===== src/rtl/exc_pkg.sv =====
package exc_pkg;

  localparam int CAUSE_W   = 5;
  localparam int CAUSE_LSB = 2;

  // status bit positions
  localparam int ST_PIE = 0;
  localparam int ST_U   = 1;
  localparam int ST_EH  = 2;
  localparam int ST_IH  = 3;

  // TLB-misc bit positions
  localparam int TM_WE  = 0;
  localparam int TM_DBL = 1;

  // cause codes
  localparam logic [CAUSE_W-1:0] C_IRQ    = 5'd0;
  localparam logic [CAUSE_W-1:0] C_MISS   = 5'd1;
  localparam logic [CAUSE_W-1:0] C_PERM_R = 5'd2;
  localparam logic [CAUSE_W-1:0] C_PERM_W = 5'd3;
  localparam logic [CAUSE_W-1:0] C_PERM_X = 5'd4;
  localparam logic [CAUSE_W-1:0] C_SUP_A  = 5'd5;
  localparam logic [CAUSE_W-1:0] C_SUP_I  = 5'd6;
  localparam logic [CAUSE_W-1:0] C_SUP_D  = 5'd7;
  localparam logic [CAUSE_W-1:0] C_TRAP   = 5'd8;
  localparam logic [CAUSE_W-1:0] C_ILL    = 5'd9;
  localparam logic [CAUSE_W-1:0] C_BRK    = 5'd10;

  typedef enum logic [2:0] {
    CL_IRQ,
    CL_MISS,
    CL_PERM,
    CL_SUPER,
    CL_TRAP,
    CL_BREAK,
    CL_BAD
  } exc_class_e;

  // write-strobe bundle, one bit per destination register
  typedef struct packed {
    logic status;
    logic estatus;
    logic bstatus;
    logic exccause;
    logic tlbmisc;
    logic ea;
    logic ba;
    logic pc;
  } exc_we_t;

endpackage


===== src/rtl/exc_classify.sv =====
module exc_classify
  import exc_pkg::*;
(
  input  logic [CAUSE_W-1:0] cause_i,
  output exc_class_e         cls_o
);

  always_comb begin
    unique case (cause_i)
      C_IRQ:                      cls_o = CL_IRQ;
      C_MISS:                     cls_o = CL_MISS;
      C_PERM_R, C_PERM_W, C_PERM_X: cls_o = CL_PERM;
      C_SUP_A, C_SUP_I, C_SUP_D:  cls_o = CL_SUPER;
      C_TRAP, C_ILL:              cls_o = CL_TRAP;
      C_BRK:                      cls_o = CL_BREAK;
      default:                    cls_o = CL_BAD;
    endcase
  end

endmodule


===== src/rtl/exc_update.sv =====
module exc_update
  import exc_pkg::*;
#(
  parameter int XLEN = 32
) (
  input  exc_class_e         cls_i,
  input  logic [CAUSE_W-1:0] cause_i,
  input  logic [XLEN-1:0]    pc_i,
  input  logic [XLEN-1:0]    status_i,
  input  logic [XLEN-1:0]    exccause_i,
  input  logic [XLEN-1:0]    tlbmisc_i,
  input  logic [XLEN-1:0]    vec_gen_i,
  input  logic [XLEN-1:0]    vec_fast_i,
  output exc_we_t            we_o,
  output logic               err_o,
  output logic [XLEN-1:0]    status_o,
  output logic [XLEN-1:0]    estatus_o,
  output logic [XLEN-1:0]    bstatus_o,
  output logic [XLEN-1:0]    exccause_o,
  output logic [XLEN-1:0]    tlbmisc_o,
  output logic [XLEN-1:0]    ea_o,
  output logic [XLEN-1:0]    ba_o,
  output logic [XLEN-1:0]    pc_o
);

  localparam logic [XLEN-1:0] PIE_M   = XLEN'(1) << ST_PIE;
  localparam logic [XLEN-1:0] U_M     = XLEN'(1) << ST_U;
  localparam logic [XLEN-1:0] EH_M    = XLEN'(1) << ST_EH;
  localparam logic [XLEN-1:0] IH_M    = XLEN'(1) << ST_IH;
  localparam logic [XLEN-1:0] WE_M    = XLEN'(1) << TM_WE;
  localparam logic [XLEN-1:0] DBL_M   = XLEN'(1) << TM_DBL;
  localparam logic [XLEN-1:0] CAUSE_M = XLEN'((1 << CAUSE_W) - 1) << CAUSE_LSB;
  localparam logic [XLEN-1:0] STEP    = XLEN'(4);

  logic            eh_before;
  logic            pie_before;
  logic [XLEN-1:0] masked;
  logic [XLEN-1:0] ret_addr;

  assign eh_before  = status_i[ST_EH];
  assign pie_before = status_i[ST_PIE];
  assign masked     = status_i & ~(PIE_M | U_M);
  assign ret_addr   = pc_i + STEP;

  always_comb begin
    we_o       = '0;
    err_o      = 1'b0;
    status_o   = masked | EH_M;
    estatus_o  = status_i;
    bstatus_o  = status_i;
    exccause_o = (exccause_i & ~CAUSE_M) | (XLEN'(cause_i) << CAUSE_LSB);
    tlbmisc_o  = tlbmisc_i;
    ea_o       = ret_addr;
    ba_o       = ret_addr;
    pc_o       = vec_gen_i;

    unique case (cls_i)
      CL_IRQ: begin
        if (pie_before) begin
          status_o    = masked | IH_M;
          we_o.status = 1'b1;
          we_o.estatus = 1'b1;
          we_o.exccause = 1'b1;
          we_o.ea     = 1'b1;
          we_o.pc     = 1'b1;
        end
      end
      CL_MISS: begin
        we_o.status   = 1'b1;
        we_o.exccause = 1'b1;
        we_o.tlbmisc  = 1'b1;
        we_o.pc       = 1'b1;
        if (!eh_before) begin
          we_o.estatus = 1'b1;
          we_o.ea      = 1'b1;
          tlbmisc_o    = (tlbmisc_i & ~DBL_M) | WE_M;
          pc_o         = vec_fast_i;
        end else begin
          tlbmisc_o    = tlbmisc_i | DBL_M;
        end
      end
      CL_PERM: begin
        we_o.status   = 1'b1;
        we_o.estatus  = 1'b1;
        we_o.exccause = 1'b1;
        we_o.ea       = 1'b1;
        we_o.pc       = 1'b1;
        if (!eh_before) begin
          we_o.tlbmisc = 1'b1;
          tlbmisc_o    = tlbmisc_i | WE_M;
        end
      end
      CL_SUPER, CL_TRAP: begin
        we_o.status   = 1'b1;
        we_o.exccause = 1'b1;
        we_o.pc       = 1'b1;
        if (!eh_before) begin
          we_o.estatus = 1'b1;
          we_o.ea      = 1'b1;
        end
      end
      CL_BREAK: begin
        we_o.status   = 1'b1;
        we_o.exccause = 1'b1;
        we_o.pc       = 1'b1;
        if (!eh_before) begin
          we_o.bstatus = 1'b1;
          we_o.ba      = 1'b1;
        end
      end
      default: err_o = 1'b1;
    endcase
  end

endmodule


===== src/rtl/exc_entry_ctrl.sv =====
module exc_entry_ctrl
  import exc_pkg::*;
#(
  parameter int XLEN = 32
) (
  input  logic               clk,
  input  logic               rst_n,
  input  logic               req_i,
  input  logic [CAUSE_W-1:0] cause_i,
  input  logic [XLEN-1:0]    pc_i,
  input  logic [XLEN-1:0]    status_i,
  input  logic [XLEN-1:0]    exccause_i,
  input  logic [XLEN-1:0]    tlbmisc_i,
  input  logic [XLEN-1:0]    vec_gen_i,
  input  logic [XLEN-1:0]    vec_fast_i,
  output logic               done_o,
  output logic               err_o,
  output logic               status_we_o,
  output logic [XLEN-1:0]    status_o,
  output logic               estatus_we_o,
  output logic [XLEN-1:0]    estatus_o,
  output logic               bstatus_we_o,
  output logic [XLEN-1:0]    bstatus_o,
  output logic               exccause_we_o,
  output logic [XLEN-1:0]    exccause_o,
  output logic               tlbmisc_we_o,
  output logic [XLEN-1:0]    tlbmisc_o,
  output logic               ea_we_o,
  output logic [XLEN-1:0]    ea_o,
  output logic               ba_we_o,
  output logic [XLEN-1:0]    ba_o,
  output logic               pc_we_o,
  output logic [XLEN-1:0]    pc_o
);

  localparam int NREG = 8;

  exc_class_e      cls;
  exc_we_t         we_n, we_q;
  logic            err_n, err_q, done_q;
  logic [XLEN-1:0] val_n [NREG];
  logic [XLEN-1:0] val_q [NREG];

  exc_classify u_cls (
    .cause_i (cause_i),
    .cls_o   (cls)
  );

  exc_update #(.XLEN(XLEN)) u_upd (
    .cls_i      (cls),
    .cause_i    (cause_i),
    .pc_i       (pc_i),
    .status_i   (status_i),
    .exccause_i (exccause_i),
    .tlbmisc_i  (tlbmisc_i),
    .vec_gen_i  (vec_gen_i),
    .vec_fast_i (vec_fast_i),
    .we_o       (we_n),
    .err_o      (err_n),
    .status_o   (val_n[0]),
    .estatus_o  (val_n[1]),
    .bstatus_o  (val_n[2]),
    .exccause_o (val_n[3]),
    .tlbmisc_o  (val_n[4]),
    .ea_o       (val_n[5]),
    .ba_o       (val_n[6]),
    .pc_o       (val_n[7])
  );

  always_ff @(posedge clk) begin
    if (!rst_n) begin
      done_q <= 1'b0;
      err_q  <= 1'b0;
      we_q   <= '0;
    end else begin
      done_q <= req_i;
      err_q  <= req_i & err_n;
      we_q   <= req_i ? we_n : '0;
    end
  end

  for (genvar g = 0; g < NREG; g++) begin : g_val
    always_ff @(posedge clk) begin
      if (!rst_n)     val_q[g] <= '0;
      else if (req_i) val_q[g] <= val_n[g];
    end
  end

  assign done_o        = done_q;
  assign err_o         = err_q;
  assign status_we_o   = we_q.status;
  assign estatus_we_o  = we_q.estatus;
  assign bstatus_we_o  = we_q.bstatus;
  assign exccause_we_o = we_q.exccause;
  assign tlbmisc_we_o  = we_q.tlbmisc;
  assign ea_we_o       = we_q.ea;
  assign ba_we_o       = we_q.ba;
  assign pc_we_o       = we_q.pc;
  assign status_o      = val_q[0];
  assign estatus_o     = val_q[1];
  assign bstatus_o     = val_q[2];
  assign exccause_o    = val_q[3];
  assign tlbmisc_o     = val_q[4];
  assign ea_o          = val_q[5];
  assign ba_o          = val_q[6];
  assign pc_o          = val_q[7];

endmodule


===== config.mk =====
export PLATFORM = sky130hd
export DESIGN_NAME = exc_entry_ctrl
export DESIGN_NICKNAME = d
export VERILOG_FILES = /design/src/rtl/exc_pkg.sv /design/src/rtl/exc_classify.sv /design/src/rtl/exc_update.sv /design/src/rtl/exc_entry_ctrl.sv
export SDC_FILE = /design/constraint.sdc
export NUM_CORES = 1
export LEC_CHECK = 0
export ABC_AREA = 1
export ABC_CLOCK_PERIOD_IN_PS = 6700
export CAP_MARGIN = 25
export CORE_AREA = 3 3 181 183
export CTS_CLUSTER_SIZE = 25
export DETAILED_ROUTE_END_ITERATION = 8
export DIE_AREA = 0 0 184 186
export PLACE_DENSITY_LB_ADDON = 0.1
export SLEW_MARGIN = 10
export SYNTH_ARGS = -nofsm -noshare
export SYNTH_HDL_FRONTEND = slang
export SYNTH_SLANG_ARGS = --single-unit

===== constraint.sdc =====
create_clock -name clk -period 6.7 [get_ports clk]
set_clock_uncertainty 0.1 [all_clocks]
set_input_delay 1.34 -clock clk [delete_from_list [all_inputs] [get_ports clk]]
set_output_delay 1.34 -clock clk [all_outputs]
set_load 0.02 [all_outputs]

Word-level counts from Yosys, hierarchy flattened
Memories as Yosys holds them, arrays and structs flattened.
Cells that the tools add are included.

word-level totals
  memories = 2
  input bits = 200
  bits in writable memories = 256
  output and inout port bits = 266
  register bits after elaboration = 8
  ROM bits = 48

memories
  name             depth  bits a word  read ports  clocked after memory_dff  wr ports  RTL line              text
  val_q            8      32           8           0                         8         exc_entry_ctrl.sv:42  logic [XLEN-1:0] val_q [NREG];
  (no name shown)  16     3            1           0                         0         exc_classify.sv:9     unique case (cause_i)

cells by class
  reductions and logical operators = 6
  equal/unequal tests = 5
  mux-type cells = 29
  add/subtract/negate cells = 1
  bitwise gates (word level) = 10

operators with widths
  kind                                                                    count
  32-bit two-way mux                                                      10
  32-bit by 3-bit adder with 32-bit output (second input constant)        1
  32-bit by 7-bit OR with 32-bit output                                   1
  1-bit two-way mux                                                       8
  4-bit two-way mux                                                       2
  1-bit OR                                                                8
  3-bit by 2-bit equality test with 1-bit output (second input constant)  2
  3-bit equality test (second input constant)                             2
  1-bit one-hot mux with 2 select lines                                   3
  1-bit one-hot mux with 3 select lines                                   2
  6-bit OR reduction                                                      1
  5-bit OR reduction                                                      1
  2-bit two-way mux                                                       2
  2-bit one-hot mux with 2 select lines                                   1
  3-bit by 1-bit equality test with 1-bit output (second input constant)  1
  3-bit logical NOT                                                       1
  3-bit two-way mux                                                       1
  3-bit AND reduction                                                     1
  3-bit OR reduction                                                      1
  2-bit AND reduction                                                     1
  1-bit bitwise AND                                                       1

Logic depth before layout (Yosys ltp)
Gate-level depths: netlist of run 1.
An unclocked memory read counts as a cell.

  depth after elaboration = 6
  mapped depth = 9
  depth with buffers taken out = 9

Modules after synthesis
A second synthesis of run 1 with hierarchy kept.

second synthesis, totals
  cell total of the unflattened synthesis = 1355
  area total of the unflattened synthesis = 13150.1 um^2

modules (own cells, without submodules)
  module          cells each  area an instance (um^2)  seq. area each (um^2)  instances
  exc_entry_ctrl  829         10204.8                  7887.6                 1
  exc_update      513         2890.3                   0.0                    1
  exc_classify    13          55.1                     0.0                    1

Least setup slack after synthesis of run 1
No wires, ideal clock.

  path type = input to register
  start = input req_i
  end = memory val_q[3][4], in the netlist val_q[0][100], enable pin
  buffers on the path = 0
  setup slack = 1.285 ns
  cell stages on the path = 2
  required time = 5.272 ns
  setup time = 1.328 ns
  arrival = 3.987 ns
  cells stage by stage = inv_1 > nand2_1

RTL lines
  what                RTL line              text
  start: declaration  exc_entry_ctrl.sv:8   input logic req_i,
  end: declaration    exc_entry_ctrl.sv:42

==> results of run 1 <==
[cells in the mapped netlist (all sizes together)]
library cell	count	area [sq um]
clkinv	1	3.750
xnor2	1	8.760
conb	1	3.750
clkbuf	13	48.80
nand2	227	879.6
buf	119	905.9
nor2	163	660.6
nand3b	12	90.09
o21ai	10	50.05
a21oi	54	277.8
a31oi	1	6.260
nand4	36	231.5
edfxtp	162	4865
dfxtp	6	120.1
dlygate4sd1	2	17.52
o21a	1	7.510
nand3	3	32.53
xor2	5	43.79
nor3	2	10.01
inv	122	463.0
ha	1	12.51
[power by group through the flow]
stage | sequential, mW | combinational (mW) | clock [mW]
after floorplan | 1.41 | 0.246 | 0
after global placement | 1.30 | 0.711 | 0
after detailed placement | 1.31 | 0.711 | 0
after CTS | 1.28 | 0.713 | 0.971
after global routing | 1.29 | 0.750 | 1.00
final | 1.28 | 0.704 | 0.937
[worst paths after layout]
| kind | startpoint | depth (start not counted) | slack, ps | end |
|---|---|---|---|---|
| worst max-delay path | cause_i[3] | 5 | 3190 | val_q[1][120] |
| worst min-delay path | exccause_i[1] | 3 | 1450 | val_q[0][97] |
[final cells by class]
type / count / area, sq um / share of cell area, %
clock buffer: 20 / 436.7 / 3.232
inverter: 123 / 466.7 / 3.455
multi-input combinational: 518 / 2340 / 17.32
clock inverter: 12 / 103.9 / 0.7687
tap: 402 / 503.0 / 3.723
timing repair buffer: 463 / 4674 / 34.60
sequential: 168 / 4985 / 36.90
[placed cells by master, fill, tap and decap left out, types with 2 or more instances in the layout]
| cell type | count |
|---|---|
| clkinv_4 | 5 |
| xor2_1 | 5 |
| buf_16 | 2 |
| nor2_2 | 4 |
| nor2_1 | 155 |
| nand2_1 | 219 |
| o21ai_0 | 10 |
| buf_4 | 2 |
| clkinv_2 | 2 |
| nor2_4 | 3 |
| edfxtp_1 | 162 |
| a21oi_1 | 52 |
| nand2_2 | 4 |
| clkdlybuf4s50_1 | 458 |
| dfxtp_1 | 6 |
| clkbuf_1 | 3 |
| nand3b_1 | 12 |
| clkinv_1 | 4 |
| inv_2 | 2 |
| a21oi_2 | 2 |
| conb_1 | 2 |
| clkbuf_16 | 17 |
| nand2_4 | 3 |
| nand4_1 | 35 |
| nor3_1 | 2 |
| inv_1 | 119 |
| inv_6 | 2 |
[worst max-delay path: stages]
cell and delay (ps):
clkdlybuf4s50_1 530, nor2_4 830, nand3_4 530, nand2_1 200, a21oi_1 100
[per-stage QoR]
stage	cell area (sq um)	worst slack, ps	instances	power [mW]	util (%)
detailed placement	12970	2746	1674	2.017	41.31
floorplan	8742	1285	943	1.660	-
global route	13510	3058	1706	3.047	43.03
CTS	13510	3220	1706	2.969	43.03
global placement	12910	2399	1672	2.015	41.14
finish	13510	3193	1706	2.922	43.03
[state kept, by name (all words and copies together), names as in the netlist]
name / count
status_we_o: 1
tlbmisc_we_o: 1
ba_we_o: 1
val_q: 162
done_o: 1
err_o: 1
estatus_we_o: 1
[routing by layer]
layer  track usage (%)  vias to the layer above  wire length [microns]
met3             5.706                       18                   2592
met4             4.112                        0                    328
met1             19.07                     3300                  11440
met2             28.32                      307                  14660
li1                  -                     3615                      -
met5                 0                        -                      0
[cells by family (layout without fill, tap and decap cells)]
logic type	Yosys count	after routing
adder cells (fa/ha/maj)	1	1
buffers and inverters	257	618
other	1	2
flip-flops	168	168
AND/OR/NAND/NOR	443	443
AO/OA/AOI/OAI	66	66
XOR/XNOR	6	6
==> results.toml, run 1 <==
[status]
status = "finished clean"

[flow_run]
drv_cap = 0

[setup_path]
cp_max_fo = 37
setup.worst_path.start_class = "input port"
crit_arrival_ps = 3560
endpoint_kind = "register"
path_class = "input port to register"
cp.required_ps = 6760

[global_route]
track_usage_pct = 16.20
grt_max_degree = 82
grt_antenna_before_repair = 0
grt_pass1_vias = 6992
grt_first_pass_wirelength_mm = 42.08
grt-ovfl-total = 0

[power]
irDropWorstVdd_uv = 165.6
combPwrFrac_pct = 24.1
total_leakage_power_nw = 5.557
cellPowerDensity_nw_per_um2 = 216.3
swShare_pct = 28.20
p_seq_share_pct = 43.9
p_switching_mw = 0.8241
p_int_mw = 2.098
p_clk_share_pct = 32.1

[cts]
root_buffer = "clkbuf_16"
post_cts_buffers = 0
cts.sinks = 168
clk_path_buf_depth = 2
clk_pin_slew_ps = 70
cts_tree = "built"
cts-resized-gates = 0
cts-buffers-inserted = 17
hold_buffers = 0
htree_levels = 4

[floorplan]
die_area_sq_um = 34220
start_util_pct = 27.84
core.rowCount = 65
die_w_microns = 184
io_pins = 466
core_sq_um = 31390
die_height_microns = 186

[final_layout]
layout.nets = 1492
syn_to_final_growth_pct = 54.60
drive_gt1_share_pct = 4.218
fillers = 3120
antenna_cells = 0

[timing]
fmax_ghz = 0.2851
worstMarginPinSlew_ps = 1016
finalSetupViolations = 0
min_period_over_period_pct = 52.35
final_hold_viol_count = 0
hold_slack_ps = 1451
period_minus_slack_ps = 3507
slew_viol_final = 0
slew-limit-headroom_pct = 32.14
finalSetupTns_ps = 0
rsz0062_at_grt = "false"

[routing]
drt-pass1-iter-count = 4
ant_nets = 0
drc_errors = 0
wl_per_cell_microns = 17.01
wirelength_mm = 29.02
vias_per_cell = 4.244
vias = 7240
first_iter_violations = 314

[synth]
synthSimpleGateAreaFrac_pct = 21.79
synth_area_sq_um = 8738
synth-seq-cells = 168
yosys.area_share.adder_pct = 0.1432
synth_compound_area_share_pct = 3.909
synth_top_family_by_area = "simple AND/OR/NAND/NOR gates"
syn_inst = 942
synthXorXnorAreaFrac_pct = 0.6014
synth_cell_types = 36
synth_mux_area_share_pct = 0
synth.avg_cell_area_sq_um = 9.276
synth-seq-area-share_pct = 57.04
yosysWarnings = 0

[placement]
routabilityCongestion = 0.8533
dp_hpwl_mm = 21.33
numPortBuffers = 458

[worst_hold_path]
hold_class = "input port to register"
(Power assumes the default switching activity.)
==> run 2: changes to the inputs <==
--- a/config.mk
+++ b/config.mk
@@ -6,12 +6,12 @@
 export NUM_CORES = 1
 export LEC_CHECK = 0
 export ABC_AREA = 1
-export ABC_CLOCK_PERIOD_IN_PS = 6700
+export ABC_CLOCK_PERIOD_IN_PS = 3100
 export CAP_MARGIN = 25
-export CORE_AREA = 3 3 181 183
+export CORE_AREA = 3 3 180 182
 export CTS_CLUSTER_SIZE = 25
 export DETAILED_ROUTE_END_ITERATION = 8
-export DIE_AREA = 0 0 184 186
+export DIE_AREA = 0 0 183 185
 export PLACE_DENSITY_LB_ADDON = 0.1
 export SLEW_MARGIN = 10
 export SYNTH_ARGS = -nofsm -noshare
==> constraint.sdc (replaced) <==
create_clock -name clk -period 3.1 [get_ports clk]
set_clock_uncertainty 0.1 [all_clocks]
set_input_delay 0.62 -clock clk [delete_from_list [all_inputs] [get_ports clk]]
set_output_delay 0.62 -clock clk [all_outputs]
set_load 0.02 [all_outputs]
==> results.toml, run 2 (synthesis results as in run 1) <==
[status]
status = "finished clean"

[setup_path]
slowest_delay_ps = 700
path_class = "register to output pin"
cp_slowest_cell = "clkdlybuf4s50_1"
cp.required_ps = 2380
cp_cell_sequence = "clkdlybuf4s50_1"
cp_num_buf_inv = 1
crit_arrival_ps = 1510
cp_max_fo = 2
critPathTopFamily = "buffers and inverters"
setup.worst_path.start_class = "register"
endpoint_kind = "output pin"

[cts]
cts-buffers-inserted = 17
cts.sinks = 168
hold_buffers = 0
cts_tree = "built"
cts-resized-gates = 0
clk_path_buf_depth = 2
root_buffer = "clkbuf_16"
post_cts_buffers = 0
clk_pin_slew_ps = 80
htree_levels = 4

[global_route]
grt_max_degree = 78
track_usage_pct = 16.84
grt-ovfl-total = 0
grt_pass1_vias = 7211
grt_first_pass_wirelength_mm = 43.46
grt_antenna_before_repair = 0

[power]
p_seq_share_pct = 42.2
combPwrFrac_pct = 23.5
cellPowerDensity_nw_per_um2 = 479.4
p_clk_share_pct = 34.3
p_int_mw = 4.616
irDropWorstVdd_uv = 404.4
total_leakage_power_nw = 5.647
p_switching_mw = 1.944
swShare_pct = 29.63

[timing]
fmax_ghz = 0.4485
finalSetupTns_ps = 0
slew-limit-headroom_pct = 65.81
setup_slack_ps = 870.4
finalSetupViolations = 0
rsz0062_at_grt = "false"
final_hold_viol_count = 0
worstMarginPinSlew_ps = 512.9
min_period_over_period_pct = 71.92
period_minus_slack_ps = 2230
slew_viol_final = 0

[floorplan]
core.rowCount = 64
die_height_microns = 185
core_sq_um = 30750
io_pins = 466
die_area_sq_um = 33860
die_w_microns = 183
start_util_pct = 28.42

[final_layout]
largest_register = "val_q"
drive_gt1_share_pct = 5.547
final_common_cell = "clkdlybuf4s50_1"
final_cells = 1712
antenna_cells = 0
syn_to_final_growth_pct = 56.60
utilization_pct = 44.50
fin_area_sq_um = 13680
mostFrequentLayoutCells = "clkdlybuf4s50_1, nand2_1, edfxtp_1, nor2_1, inv_1"
largest_reg_flops = 162
layout.nets = 1504

[placement]
post_dp_cell_area_sq_um = 13060
routabilityCongestion = 0.8399
dp_hpwl_mm = 22.71
place_ws_ps = 441.5
place_inst = 1680
numPortBuffers = 458

[routing]
drt-pass1-iter-count = 4
ant_nets = 0
vias_per_cell = 4.275
vias = 7319
first_iter_violations = 420
wl_per_cell_microns = 17.47
wirelength_mm = 29.91
drc_errors = 0

[flow_run]
drv_cap = 0

[worst_hold_path]
hold_class = "input port to register"
run 2: layout make-up:
cell class / count / area, sq um
inverters: 123 / 466.7
clock inverters: 15 / 201.4
clock buffers: 17 / 425.4
repair buffers: 475 / 4762
well taps: 396 / 495.5
multi-input cells: 518 / 2349
flip-flops and latches: 168 / 4985
fillers: 3040 / 17070
run 2: metal layers:
metal  track usage [%]  vias up  routed length, microns
met2             30.27      307                   15380
met3             4.969       16                    2304
li1                  -     3643                       -
met5                 0        -                       0
met1             20.24     3353                   11990
met4             3.047        0                     234
run 2: stage by stage:
stage               hold slack (ps)  total power, mW
global placement               1165            4.374
floorplan                     705.1            3.575
global route                  703.3            6.852
finish                        730.3            6.560
CTS                           706.5            6.669
detailed placement             1167            4.380
run 2: final timing paths:
check / startpoint / endpoint / slack [ps] / cells past startpoint
setup / recovery: val_q[0][67] / estatus_o[3] / 870 / 1
hold / removal: status_i[16] / val_q[0][16] / 730 / 3
run 2: power by group through the flow:
| stage | clock, mW | combinational (mW) | sequential (mW) |
|---|---|---|---|
| after global placement | 0 | 1.56 | 2.82 |
| final | 2.25 | 1.54 | 2.77 |
| after floorplan | 0 | 0.532 | 3.04 |
| after detailed placement | 0 | 1.56 | 2.82 |
| after global routing | 2.43 | 1.64 | 2.79 |
| after CTS | 2.33 | 1.56 | 2.78 |
